**src/rtl/bus_hold_ctl.sv**
```systemverilog
module bus_hold_ctl #(
  parameter int SYNC_STAGES = 2
) (
  input  logic       clk,
  input  logic       rst_n,
  input  logic       hold_req,
  input  logic       cyc_req,
  input  logic [2:0] cyc_type,
  input  logic       cyc_done,
  input  logic       lock_req,
  input  logic       refresh_pend,
  input  logic       enh_mode,
  output logic       hlda,
  output logic       cyc_go,
  output logic       bus_oe,
  output logic       ctl_oe,
  output logic       stat_oe,
  output logic [2:0] status,
  output logic       lock_oe,
  output logic       lock_n
);
  localparam logic [2:0] ST_PASSIVE = 3'b111;
  localparam logic [2:0] ST_FETCH   = 3'b100;

  typedef enum logic [2:0] {OWN, BUSY, HELD, RECLAIM, FLOAT} own_t;

  own_t st;
  logic [SYNC_STAGES-1:0] sync_q;
  logic hold_s, lock_act, at_boundary, grant_go, data_cyc;
  logic [2:0] cur_type;

  always_ff @(posedge clk or negedge rst_n)
    if (!rst_n) sync_q <= '0;
    else        sync_q <= {sync_q[SYNC_STAGES-2:0], hold_req};
  assign hold_s = sync_q[SYNC_STAGES-1];

  assign at_boundary = (st == OWN) || (st == FLOAT);
  assign grant_go = at_boundary && hold_s && !lock_act && !(enh_mode && refresh_pend);
  assign cyc_go = at_boundary && cyc_req && !grant_go && cyc_type != ST_PASSIVE
                  && !(lock_act && cyc_type == ST_FETCH);
  assign data_cyc = cyc_type inside {3'b001, 3'b010, 3'b101, 3'b110};

  always_ff @(posedge clk or negedge rst_n)
    if (!rst_n) begin
      st <= OWN;
      cur_type <= ST_PASSIVE;
    end else begin
      unique case (st)
        OWN, FLOAT:
          if (grant_go) st <= HELD;
          else if (cyc_go) begin
            st <= BUSY;
            cur_type <= cyc_type;
          end
        BUSY:
          if (cyc_done) begin
            st <= OWN;
            cur_type <= ST_PASSIVE;
          end
        HELD:
          if (!hold_s) st <= FLOAT;
          else if (enh_mode && refresh_pend) st <= RECLAIM;
        RECLAIM:
          if (!hold_s) st <= FLOAT;
        default: st <= OWN;
      endcase
    end

  always_ff @(posedge clk or negedge rst_n)
    if (!rst_n) lock_act <= 1'b0;
    else if (!lock_req) lock_act <= 1'b0;
    else if (cyc_go && data_cyc) lock_act <= 1'b1;

  assign hlda    = (st == HELD);
  assign bus_oe  = (st == OWN) || (st == BUSY);
  assign ctl_oe  = bus_oe;
  assign stat_oe = bus_oe && rst_n;
  assign lock_oe = bus_oe && rst_n;
  assign status  = (st == BUSY) ? cur_type : ST_PASSIVE;
  assign lock_n  = !lock_act;
endmodule


```
**config.mk**
```make
export PLATFORM = sky130hd
export DESIGN_NAME = bus_hold_ctl
export DESIGN_NICKNAME = d
export VERILOG_FILES = /design/src/rtl/bus_hold_ctl.sv
export SDC_FILE = /design/constraint.sdc
export NUM_CORES = 1
export LEC_CHECK = 0
export BUFFER_PORTS_ARGS = -buffer_cell sky130_fd_sc_hd__buf_4
export CORE_AREA = 2 2 39 41
export CTS_CLUSTER_DIAMETER = 80
export CTS_CLUSTER_SIZE = 10
export DETAILED_ROUTE_END_ITERATION = 8
export DIE_AREA = 0 0 41 43
export GPL_TIMING_DRIVEN = 1
export PLACE_DENSITY = 0.69
export SYNTH_ARGS = -nofsm -noshare
export SYNTH_HDL_FRONTEND = slang
export SYNTH_SLANG_ARGS = --single-unit
```
**constraint.sdc**
```tcl
create_clock -name clk -period 3.3 [get_ports clk]
set_clock_uncertainty 0.1 [all_clocks]
set_input_delay 0.33 -clock clk [delete_from_list [all_inputs] [get_ports clk]]
set_output_delay 0.33 -clock clk [all_outputs]
set_load 0.05 [all_outputs]
```
# After elaboration in Yosys (flattened, before gate mapping)
# Index checks and enable logic that the tools add are counted.
classes:
  n_eq_ne: 17
  muxes: 14
  reduce_logical: 23
ops:
  columns: ["op", "count"]
  rows:
  - ["2-to-1 mux 3 bit", 10]
  - ["equality test 3 bit (second input constant)", 4]
  - ["one-hot mux 3 bit (4 select lines)", 1]
  - ["logical AND 1 bit", 11]
  - ["equality test 3 x 2 -> 1 bit (second input constant)", 3]
  - ["inequality test 2 bit (second input constant)", 4]
  - ["AND reduction 4 bit", 2]
  - ["equality test 3 x 1 -> 1 bit (second input constant)", 2]
  - ["inequality test 3 bit (second input constant)", 2]
  - ["one-hot mux 3 bit (2 select lines)", 1]
  - ["zero test 1 bit", 4]
  - ["nonzero test 4 bit", 1]
  - ["zero test 3 bit", 1]
  - ["inequality test 3 x 2 -> 1 bit (second input constant)", 1]
  - ["logical OR 1 bit", 2]
  - ["2-to-1 mux 1 bit", 2]
  - ["inequality test 2 x 1 -> 1 bit (second input constant)", 1]
  - ["nonzero test 2 bit", 1]
  - ["OR reduction 2 bit", 1]
totals:
  register_bits: 9
  inputBits: 11
  wordCells: 58

# Longest topological paths before layout
# Gate-level depths: netlist of run 1.
logic_depth:
  ltp_word: 12
  mapped_depth: 5
  ltp_nobuf: 4

# Worst setup path after synthesis of run 1
# Ideal clock, no wire load.
synth_timing:
  path_type: "reg-to-output"
  startpoint: "reg st[1]"
  endpoint: "out stat_oe"
  t_arrival_ns: 1.754
  required_time_ns: 2.870
  path_slack_ns: 1.116
  stages_incl_launch_ff: 4
  n_path_buf: 1
  path_cell_list: "dfrtp_1 -> nor2_2 -> and2_1 -> buf_4"
synth_via:
  elab_chain_cells: 3
  word_cells_on_any_way: 4
synth_lines:
  columns: ["element", "line_no", "rtl"]
  rows:
  - ["start, declared", "27", "own_t st;"]
  - ["start signal, assigned", "45", "st <= OWN;"]
  - ["start signal, assigned", "50", "if (grant_go) st <= HELD;"]
  - ["start signal, assigned", "52", "st <= BUSY;"]
  - ["equality test 3 x 1 -> 1 bit / zero test 3 bit (equally long branches)", "75", "assign bus_oe = (st == OWN) || (st == BUSY);"]
  - ["logical OR 1 bit (*)", "75", null]
  - ["net bus_oe", "15", "output logic bus_oe,"]
  - ["logical AND 1 bit (*)", null, null]
  - ["end, declared", "17", "output logic stat_oe,"]
# The timed path passes the listed nets; every way through them passes the cells marked *.

# Worst setup path in the final report of run 1
layout_timing:
  startpoint: "reg st[1]"
  endpoint: "out cyc_go"
layout_via:
  elab_chain_cells: 9
  word_cells_on_any_way: 11
layout_lines:
  columns: ["element", "line_no", "rtl"]
  rows:
  - ["equality test 3 bit / zero test 3 bit (equally long branches)", "37", "assign at_boundary = (st == OWN) || (st == FLOAT);"]
  - ["logical OR 1 bit (*)", "37", null]
  - ["logical AND 1 bit (3 in series)", "38", "assign grant_go = at_boundary && hold_s && !lock_act && !(enh_mode && refresh_pend);"]
  - ["zero test 1 bit", "39", "assign cyc_go = at_boundary && cyc_req && !grant_go && cyc_type != ST_PASSIVE"]
  - ["logical AND 1 bit (*) (2 in series)", "39", null]
  - ["logical AND 1 bit (*)", "40", "&& !(lock_act && cyc_type == ST_FETCH);"]
  - ["end, declared", "14", "output logic cyc_go,"]
# Mark *: on every way between the ends. The rest lies on a longest branch, timed or not.

==> impl_metrics.json, run 1 <==
{
  "ys_types": 26,
  "avgSynthCellArea_um2": 10.52,
  "synth_cells": 49,
  "r2r_end": "cur_type[1]",
  "fin_crit_ns": 1.951,
  "grt_pass1_wl_um": 1656,
  "p_per_area_nw_per_um2": 839.8,
  "clkLatencyLatePin_ns": 0.26,
  "path_buf_inv": 2,
  "cp_slowest_cell": "dfrtp_1",
  "yosysWarnings": 0,
  "synth_edf_count": 0,
  "dpl.hpwl_um": 802.4,
  "postRouteAntennaNets": 0,
  "dieHeight_um": 43,
  "antenna_found_initial": 0,
  "cts_setup_buffers": 0,
  "tightest_slew_ns": 0.3285,
  "cts.htree.levels": 1,
  "path_depth": 4,
  "drt_iter0_drc": 8,
  "ff2ff_setup_slack_ns": 1.91,
  "status": "completed",
  "synth_ff_type": "dfrtp_1",
  "setup_viol": 0,
  "syn_area_um2": 515.5,
  "final_max_slew_viol_count": 0,
  "grt_max_degree": 11,
  "path_class": "reg2out",
  "die_x_um": 41,
  "synth_top_area_share": 0.2913,
  "rsz0062_at_grt": "false",
  "drv_cap": 0,
  "max_stage_delay_ns": 0.47,
  "drive_gt1_frac": 0.4225,
  "cts_root_buf": "clkbuf_4",
  "cts_tree": "done",
  "crit_family": "flip-flops",
  "crit_path_end_kind": "primary output",
  "pin_count": 21,
  "max_freq_mhz": 512.6,
  "maxSlewHeadroom": 0.7800,
  "cts.sinks": 9,
  "numCtsBuffers": 3,
  "drt-total-wl_um": 1042,
  "core_area_um2": 1384,
  "hold-worst-slack_ns": 0.08755,
  "fin_setup_tns_ns": 0,
  "drcViolationCount": 0,
  "hold_viol": 0,
  "worstPathRequired_ns": 2.87,
  "initial_core_util": 0.3725,
  "routedWlPerCell_um": 11.98,
  "worstSetupStartpoint": "st[1]",
  "antenna_cells": 0,
  "cp_data_arrival_time_ns": 1.52,
  "cp_max_fo": 7,
  "fin_util": 0.5072,
  "worstSetupEndpoint": "cyc_go",
  "syn_nets": 60,
  "route.vias.total": 437,
  "synth_top_area_cell": "dfrtp_1",
  "crit_chain": "a311oi_4 -> nand3_4 -> inv_1 -> buf_4",
  "r2r-start": "st[1]",
  "grt_pass1_vias": 396,
  "rows": 14,
  "dieArea_um2": 1763,
  "grt_use_total": 0.1415,
  "synthArstFlopShare": 1.000,
  "max-vdd-ir-drop_uv": 364.5,
  "drt_first_pass_iters": 4,
  "cts.clk_slew.worst_paths_ns": 0.06,
  "seq_area_frac_synth": 0.4442,
  "routabilityCongestion": 0.7593,
  "ys_ff_latch": 9,
  "syn_to_final_growth_pct": 36.17,
  "grt_overflow": 0,
  "clock_path_buffers": 2,
  "io_buffers": 20,
  "finalCritPeriodShare": 0.5911,
  "via_per_inst": 5.023,
  "fillers": 135,
  "r2r_cells": 4,
  "synth.area.top_cells": "dfrtp_1 (29%), dfstp_2 (15%), mux2i_1 (5.8%), a311oi_4 (5.1%), a21oi_1 (4.9%)",
  "nets": 83,
  "leakage_nw": 0.3265,
  "hp-class": "in2reg",
  "cp-start-kind": "register"
}
-- kinds of logic after synthesis --
family	count (synthesis)	synth area share
and+or+nand+nor	20	0.2500
xor gates and xnor gates	1	0.01699
muxes	3	0.05825
buffers and inverters	5	0.05339
DFF	9	0.4442
AOI/OAI and AO/OA	11	0.1772
-- cell type report --
class | instances | area, µm² | share of cell area
clock buffer | 4 | 26.28 | 0.03743
timing repair buffer | 21 | 160.2 | 0.2282
multi-input combinational | 35 | 259.0 | 0.3690
inverter | 2 | 7.507 | 0.01070
sequential | 9 | 229.0 | 0.3262
tap | 16 | 20.02 | 0.02852
-- power by group --
group	switching, mW	total (mW)	internal [mW]	leakage [nW]
clock network	0.0367	0.0832	0.0464	0.0150
registers	0.0336	0.185	0.152	0.108
logic	0.206	0.321	0.115	0.204
-- flip-flops by register name, indices dropped and copies added, names as in the netlist --
register  count
lock_act      1
sync_q        2
st            3
cur_type      3
-- worst min-delay path by stage --
stage	start	to	slack (ns)	depth (start not counted)
floorplan	rst_n	lock_act	-0.07	0
global placement	rst_n	st[0]	0.06	1
detailed placement	rst_n	lock_act	0.06	1
CTS	hold_req	sync_q[0]	0.08	1
global route	hold_req	sync_q[0]	0.07	1
finish	hold_req	sync_q[0]	0.09	1
-- worst reg2reg max path, stage by stage (launching register included) --
cell     delay (ns)
dfrtp_1        0.47
nor2_2         0.18
and2_1         0.33
a21oi_1        0.11
mux2i_1        0.15
-- timing repair --
item                      CTS  global route
hold endpoints to repair    9             0
hold buffers                1             0
resized for setup           0             0
-- cell usage after synthesis, types with 2 or more instances --
cell type,instances
nor2_1,4
and2_1,2
inv_1,2
mux2i_1,3
nor2b_1,2
a21oi_1,5
dfstp_2,3
dfrtp_1,6
nand2b_1,3
nor3b_1,2
buf_4,2
-- per-stage QoR --
step	power [mW]	area [µm²]	worst slack, ns	std cells
6_report	0.5894	701.9	1.349	87
3_5_place_dp	0.5102	665.6	1.581	82
5_1_grt	0.6253	701.9	1.253	87
4_1_cts	0.5961	701.9	1.329	87
2_1_floorplan	0.4352	515.5	1.116	49
3_3_place_gp	0.5074	665.6	1.578	82
-- cells in the final DEF (no fill, tap or decap), types with 2 or more instances in the layout --
cell type / synthesis / final
nand2b_1: 3 / 3
nor3b_1: 2 / 2
a21oi_1: 5 / 5
buf_4: 2 / 20
dfstp_2: 3 / 3
nor2b_1: 2 / 2
nor2_1: 4 / 4
dfrtp_1: 6 / 6
inv_1: 2 / 2
clkbuf_4: 0 / 3
and2_1: 2 / 2
mux2i_1: 3 / 3
-- layer usage --
layer  part of all wire  vias up  global-route usage  wire (µm)
met2               0.45       16              0.2000        470
li1                   -      214                   -          -
met4              0.012        0             0.06000         13
met3              0.076        2             0.05236         79
met1               0.46      205              0.1886        479
met5                  0        -                   0          0
(Power assumes the default switching activity.)
==> run 2, diff against run 1 <==
--- a/config.mk
+++ b/config.mk
@@ -12,7 +12,7 @@
 export DETAILED_ROUTE_END_ITERATION = 8
 export DIE_AREA = 0 0 41 43
 export GPL_TIMING_DRIVEN = 1
-export PLACE_DENSITY = 0.69
+export PLACE_DENSITY = 0.72
 export SYNTH_ARGS = -nofsm -noshare
 export SYNTH_HDL_FRONTEND = slang
 export SYNTH_SLANG_ARGS = --single-unit
==> constraint.sdc (replaced) <==
create_clock -name clk -period 1.7 [get_ports clk]
set_clock_uncertainty 0.1 [all_clocks]
set_input_delay 0.17 -clock clk [delete_from_list [all_inputs] [get_ports clk]]
set_output_delay 0.17 -clock clk [all_outputs]
set_load 0.05 [all_outputs]
==> impl_metrics.json, run 2 (synthesis gave the netlist of run 1 again) <==
{
  "clkLatencyLatePin_ns": 0.25,
  "nets": 88,
  "reg.largest.list": "cur_type (3), st (3), sync_q (2)",
  "via_per_inst": 4.957,
  "rsz0062_at_grt": "true",
  "hold-worst-slack_ns": 0.07656,
  "cts.clk_slew.worst_paths_ns": 0.06,
  "clock_path_buffers": 2,
  "leakage_nw": 0.3521,
  "cp_data_arrival_time_ns": 1.43,
  "rows": 14,
  "drt_iter0_drc": 7,
  "dieArea_um2": 1763,
  "fin_setup_tns_ns": -0.001103,
  "pin_count": 21,
  "drive_gt1_frac": 0.5263,
  "cts.sinks": 9,
  "regArea_um2": 230.2,
  "routedWlPerCell_um": 12.23,
  "grt_max_degree": 11,
  "numCtsBuffers": 3,
  "fin_util": 0.5615,
  "core_area_um2": 1384,
  "antenna_cells": 0,
  "ff2ff_setup_slack_ns": 0.23,
  "finalPower_mw": 1.214,
  "grt_pass1_vias": 404,
  "routabilityCongestion": 0.7656,
  "multi_input_area_um2": 281.5,
  "maxSlewHeadroom": 0.8017,
  "dpl.hpwl_um": 851,
  "drcViolationCount": 0,
  "post-place-ws_ns": 0.1319,
  "initial_core_util": 0.3725,
  "hold_viol": 0,
  "cp-start-kind": "register",
  "p_per_area_nw_per_um2": 1562,
  "finalCritPeriodShare": 1.001,
  "max-vdd-ir-drop_uv": 790.9,
  "drv_cap": 0,
  "postRouteAntennaNets": 0,
  "cts_root_buf": "clkbuf_4",
  "grt_overflow": 0,
  "antenna_found_initial": 0,
  "final_max_slew_viol_count": 0,
  "dieHeight_um": 43,
  "syn_to_final_growth_pct": 50.73,
  "status": "complete, but fails checks",
  "fin_ws_ns": -0.001103,
  "violations": "negative setup slack",
  "cts.htree.levels": 1,
  "fin_crit_ns": 1.701,
  "cts_tree": "done",
  "layout_common_cells": "buf_4 (23), a21oi_1 (5), dfrtp_1 (5)",
  "layout_commonest_cell": "buf_4",
  "crit_path_end_kind": "primary output",
  "drt_first_pass_iters": 4,
  "fillers": 118,
  "hp-class": "in2reg",
  "worstPathRequired_ns": 1.43,
  "tightest_slew_ns": 0.2975,
  "grt_use_total": 0.1484,
  "path_class": "reg2out",
  "setup_viol": 1,
  "die_x_um": 41,
  "io_buffers": 20,
  "grt_pass1_wl_um": 1725,
  "route.vias.total": 456,
  "drt-total-wl_um": 1125,
  "cp_max_fo": 3,
  "max_freq_mhz": 587.9
}
-- run 2: changes by cell type in the layout (fill, tap and decap cells not counted), sizes merged --
cell and change:
buf +4, clkinvlp +1, dlygate4sd3 +1, inv -1
-- run 2: worst paths after layout --
| check | cells past startpoint | start | endpoint |
|---|---|---|---|
| max | 6 | lock_act | cyc_go |
| min | 2 | lock_req | lock_act |
| max reg2reg | 6 | lock_act | cur_type[1] |
| min reg2reg | 0 | sync_q[0] | sync_q[1] |
| max in group asynchronous | 2 | rst_n | cur_type[2] |
| min in group asynchronous | 2 | rst_n | lock_act |
-- run 2: stage by stage --
step                      instance area, µm²  std cells
after floorplan                        525.5         49
final                                  777.0         92
after global routing                   777.0         92
after detailed placement               675.6         82
after CTS                              753.2         91
after global placement                 675.6         82
-- run 2: layer usage --
layer	vias up	track usage	part of all wire
li1	230	-	-
met1	210	0.2174	0.45
met2	14	0.1969	0.49
met3	2	0.01571	0.055
met4	0	0.1000	0.013
met5	-	0	0
-- run 2: worst max-delay path, cell delays in order (launching register included) --
cell and delay [ns]:
dfrtp_1 0.40, nor4bb_4 0.16, a31oi_1 0.15, buf_4 0.15
nand3_4 0.08, clkinvlp_4 0.10, buf_8 0.13
-- run 2: layout make-up --
type	count	share of cell area
multi-input cells	35	0.3623
flip-flops and latches	9	0.2963
repair buffers	26	0.2673
clock buffers	4	0.03382
well taps	16	0.02576
inverters	2	0.01449
-- run 2: what timing repair did --
action / 4_1_cts / 5_1_grt
buffers inserted: 3 / 1
hold buffers: 2 / 0
resized for setup: 4 / 3
endpoints found under the hold margin: 10 / 0
endpoints found under the setup margin: 4 / 5
pin swaps: 2 / 0
-- run 2: report_power, final --
| part | internal, mW | switching, mW |
|---|---|---|
| Clock | 0.0903 | 0.0714 |
| Combinational | 0.269 | 0.414 |
| Sequential | 0.296 | 0.0735 |
| Total | 0.655 | 0.559 |
==> run 3, diff against run 2 <==
--- a/config.mk
+++ b/config.mk
@@ -5,12 +5,13 @@
 export SDC_FILE = /design/constraint.sdc
 export NUM_CORES = 1
 export LEC_CHECK = 0
+export ABC_AREA = 1
 export BUFFER_PORTS_ARGS = -buffer_cell sky130_fd_sc_hd__buf_4
-export CORE_AREA = 2 2 39 41
+export CORE_AREA = 2 2 41 43
 export CTS_CLUSTER_DIAMETER = 80
 export CTS_CLUSTER_SIZE = 10
 export DETAILED_ROUTE_END_ITERATION = 8
-export DIE_AREA = 0 0 41 43
+export DIE_AREA = 0 0 43 45
 export GPL_TIMING_DRIVEN = 1
 export PLACE_DENSITY = 0.72
 export SYNTH_ARGS = -nofsm -noshare
==> impl_metrics.json, run 3 <==
{
  "synth_top_area_share": 0.2510,
  "yosysMostFrequentCell": "nand2_1",
  "dieArea_um2": 1935,
  "post-place-ws_ns": 0.1862,
  "avgSynthCellArea_um2": 7.767,
  "rsz0062_at_grt": "true",
  "max-vdd-ir-drop_uv": 956.9,
  "cts_tree": "done",
  "grt_use_total": 0.1488,
  "max_freq_mhz": 613.8,
  "cp_slowest_cell": "dfrtp_2",
  "synth_compound_area_frac": 0.1213,
  "synth_cells": 77,
  "synth_top_area_cell": "dfrtp_1",
  "cp-start-kind": "register",
  "synth_mux_area_frac": 0,
  "hold-worst-slack_ns": 0.08291,
  "yosys-top-cells-count": "nand2_1 (19), inv_1 (11), dfrtp_1 (6), nand3_1 (6), nor2_1 (5)",
  "ys_ff_latch": 9,
  "synth_edf_count": 0,
  "rows": 14,
  "drive_gt1_frac": 0.4579,
  "cts.htree.levels": 1,
  "die_x_um": 43,
  "yosysWarnings": 0,
  "cts_root_buf": "clkbuf_4",
  "drt_iter0_drc": 9,
  "final_cell_area_um2": 873.3,
  "grt_pass1_vias": 504,
  "drt_first_pass_iters": 3,
  "path_class": "reg2out",
  "routabilityCongestion": 0.7517,
  "status": "completed",
  "crit_chain": "nor2_4 -> inv_2 -> a21oi_4 -> nand3_2 -> inv_1 -> buf_6",
  "io_buffers": 20,
  "place_area_um2": 763.2,
  "crit_path_end_kind": "primary output",
  "postRouteAntennaNets": 0,
  "setup_viol": 0,
  "nets": 119,
  "antenna_found_initial": 0,
  "layout_commonest_cell": "buf_4",
  "clkLatencyLatePin_ns": 0.25,
  "synth.area.top_cells": "dfrtp_1 (25%), dfstp_2 (13%), nand2_1 (12%), inv_1 (6.9%), nand3_1 (5.0%)",
  "final_max_slew_viol_count": 0,
  "synthXorXnorAreaFrac": 0,
  "fillers": 143,
  "fin_crit_ns": 1.629,
  "leakage_nw": 0.4695,
  "cp_max_fo": 4,
  "synth_ff_type": "dfrtp_1",
  "maxSlewHeadroom": 0.8225,
  "drt-total-wl_um": 1306,
  "grt_overflow": 0,
  "cts.sinks": 9,
  "ff2ff_setup_slack_ns": 0.29,
  "core_area_um2": 1471,
  "clock_path_buffers": 2,
  "cp_data_arrival_time_ns": 1.36,
  "numCtsBuffers": 3,
  "synthAdderAreaFrac": 0,
  "seq_area_frac_synth": 0.3828,
  "grt_pass1_wl_um": 2049,
  "tightest_slew_ns": 0.2652,
  "syn_area_um2": 598.1,
  "route.vias.total": 572,
  "hp-class": "in2reg",
  "p_per_area_nw_per_um2": 1938,
  "pin_count": 21,
  "drcViolationCount": 0,
  "ys_types": 24,
  "dieHeight_um": 45,
  "drv_cap": 0,
  "synthArstFlopShare": 1.000,
  "synth_top_family_by_area": "simple AND/OR/NAND/NOR gates",
  "finalCritPeriodShare": 0.9583,
  "grt_max_degree": 11,
  "max_stage_delay_ns": 0.45,
  "reg.largest.list": "cur_type (3), st (3), sync_q (2)",
  "syn_nets": 88,
  "fin_ws_ns": 0.07085,
  "antenna_cells": 0,
  "hold_viol": 0,
  "syn_to_final_growth_pct": 46.03,
  "initial_core_util": 0.4065,
  "layout_common_cells": "buf_4 (23), nand2_1 (19), inv_1 (10)",
  "yosys.area_share.simple": 0.3954,
  "dpl.hpwl_um": 1022,
  "routedWlPerCell_um": 10.62,
  "via_per_inst": 4.650,
  "cts.clk_slew.worst_paths_ns": 0.05,
  "fin_setup_tns_ns": 0,
  "worstPathRequired_ns": 1.43
}
-- run 3: cell types whose count changed after synthesis, sizes merged, moves of 2 or more --
| cell | change |
|---|---|
| nand2 | +22 |
| inv | +10 |
| nand3 | +6 |
| a21oi | -3 |
| mux2i | -3 |
| nand2b | -3 |
| o21ai | +3 |
| and2 | -2 |
| nor2 | +2 |
| nor2b | -2 |
| nor3 | +2 |
| or2 | +2 |
-- run 3: area by class of cell --
cell class                      instances  area (µm²)  share of cell area
Multi-Input combinational cell         54       324.1              0.3711
Sequential cell                         9       231.5              0.2650
Timing Repair Buffer                   28       226.5              0.2593
Inverter                               12       45.04             0.05158
Clock buffer                            4       26.28             0.03009
Tap cell                               16       20.02             0.02292
-- run 3: critical path: cells and delay by family (launching register included) --
family	cells	cell delay, ns
DFF	1	0.45
buffers and inverters	3	0.28
AOI/OAI and AO/OA	1	0.15
and+or+nand+nor	2	0.23
-- run 3: stage by stage --
step / instances / utilization / total power [mW]
finish: 123 / 0.5935 / 1.693
global route: 123 / 0.5935 / 1.804
global placement: 111 / 0.5187 / 1.391
CTS: 121 / 0.5723 / 1.634
detailed placement: 111 / 0.5187 / 1.404
floorplan: 77 / - / 1.177
-- run 3: final timing paths --
check,from,end,cells past startpoint
max in group asynchronous,rst_n,cur_type[0],2
max,st[0],cyc_go,6
min reg2reg,sync_q[0],sync_q[1],0
min in group asynchronous,rst_n,sync_q[0],2
max reg2reg,st[0],st[1],8
min,lock_req,lock_act,2
-- run 3: kinds of logic (layout without fill, tap and decap cells) --
| kind of cell | Yosys count | in the layout |
|---|---|---|
| DFF | 9 | 9 |
| buffers and inverters | 14 | 44 |
| and+or+nand+nor | 46 | 46 |
| AOI/OAI and AO/OA | 8 | 8 |
-- run 3: repair_timing --
| item | CTS | global route |
|---|---|---|
| pin swaps | 1 | 2 |
| setup endpoints to repair | 4 | 4 |
| resized for setup | 3 | 4 |
| buffers inserted | 4 | 2 |
| hold endpoints to repair | 10 | 0 |
| hold buffers | 2 | 0 |
-- run 3: layer usage --
layer	global-route usage	share of wire
met2	0.2394	0.51
met3	0.02400	0.025
met1	0.1818	0.46
met5	0	0
met4	0.1091	0.0069
-- run 3: report_power, final --
| part | total (mW) | switching, mW | internal [mW] | leakage [nW] |
|---|---|---|---|---|
| Sequential | 0.388 | 0.0693 | 0.319 | 0.105 |
| Clock | 0.154 | 0.0646 | 0.0898 | 0.0150 |
| Combinational | 1.15 | 0.727 | 0.424 | 0.350 |
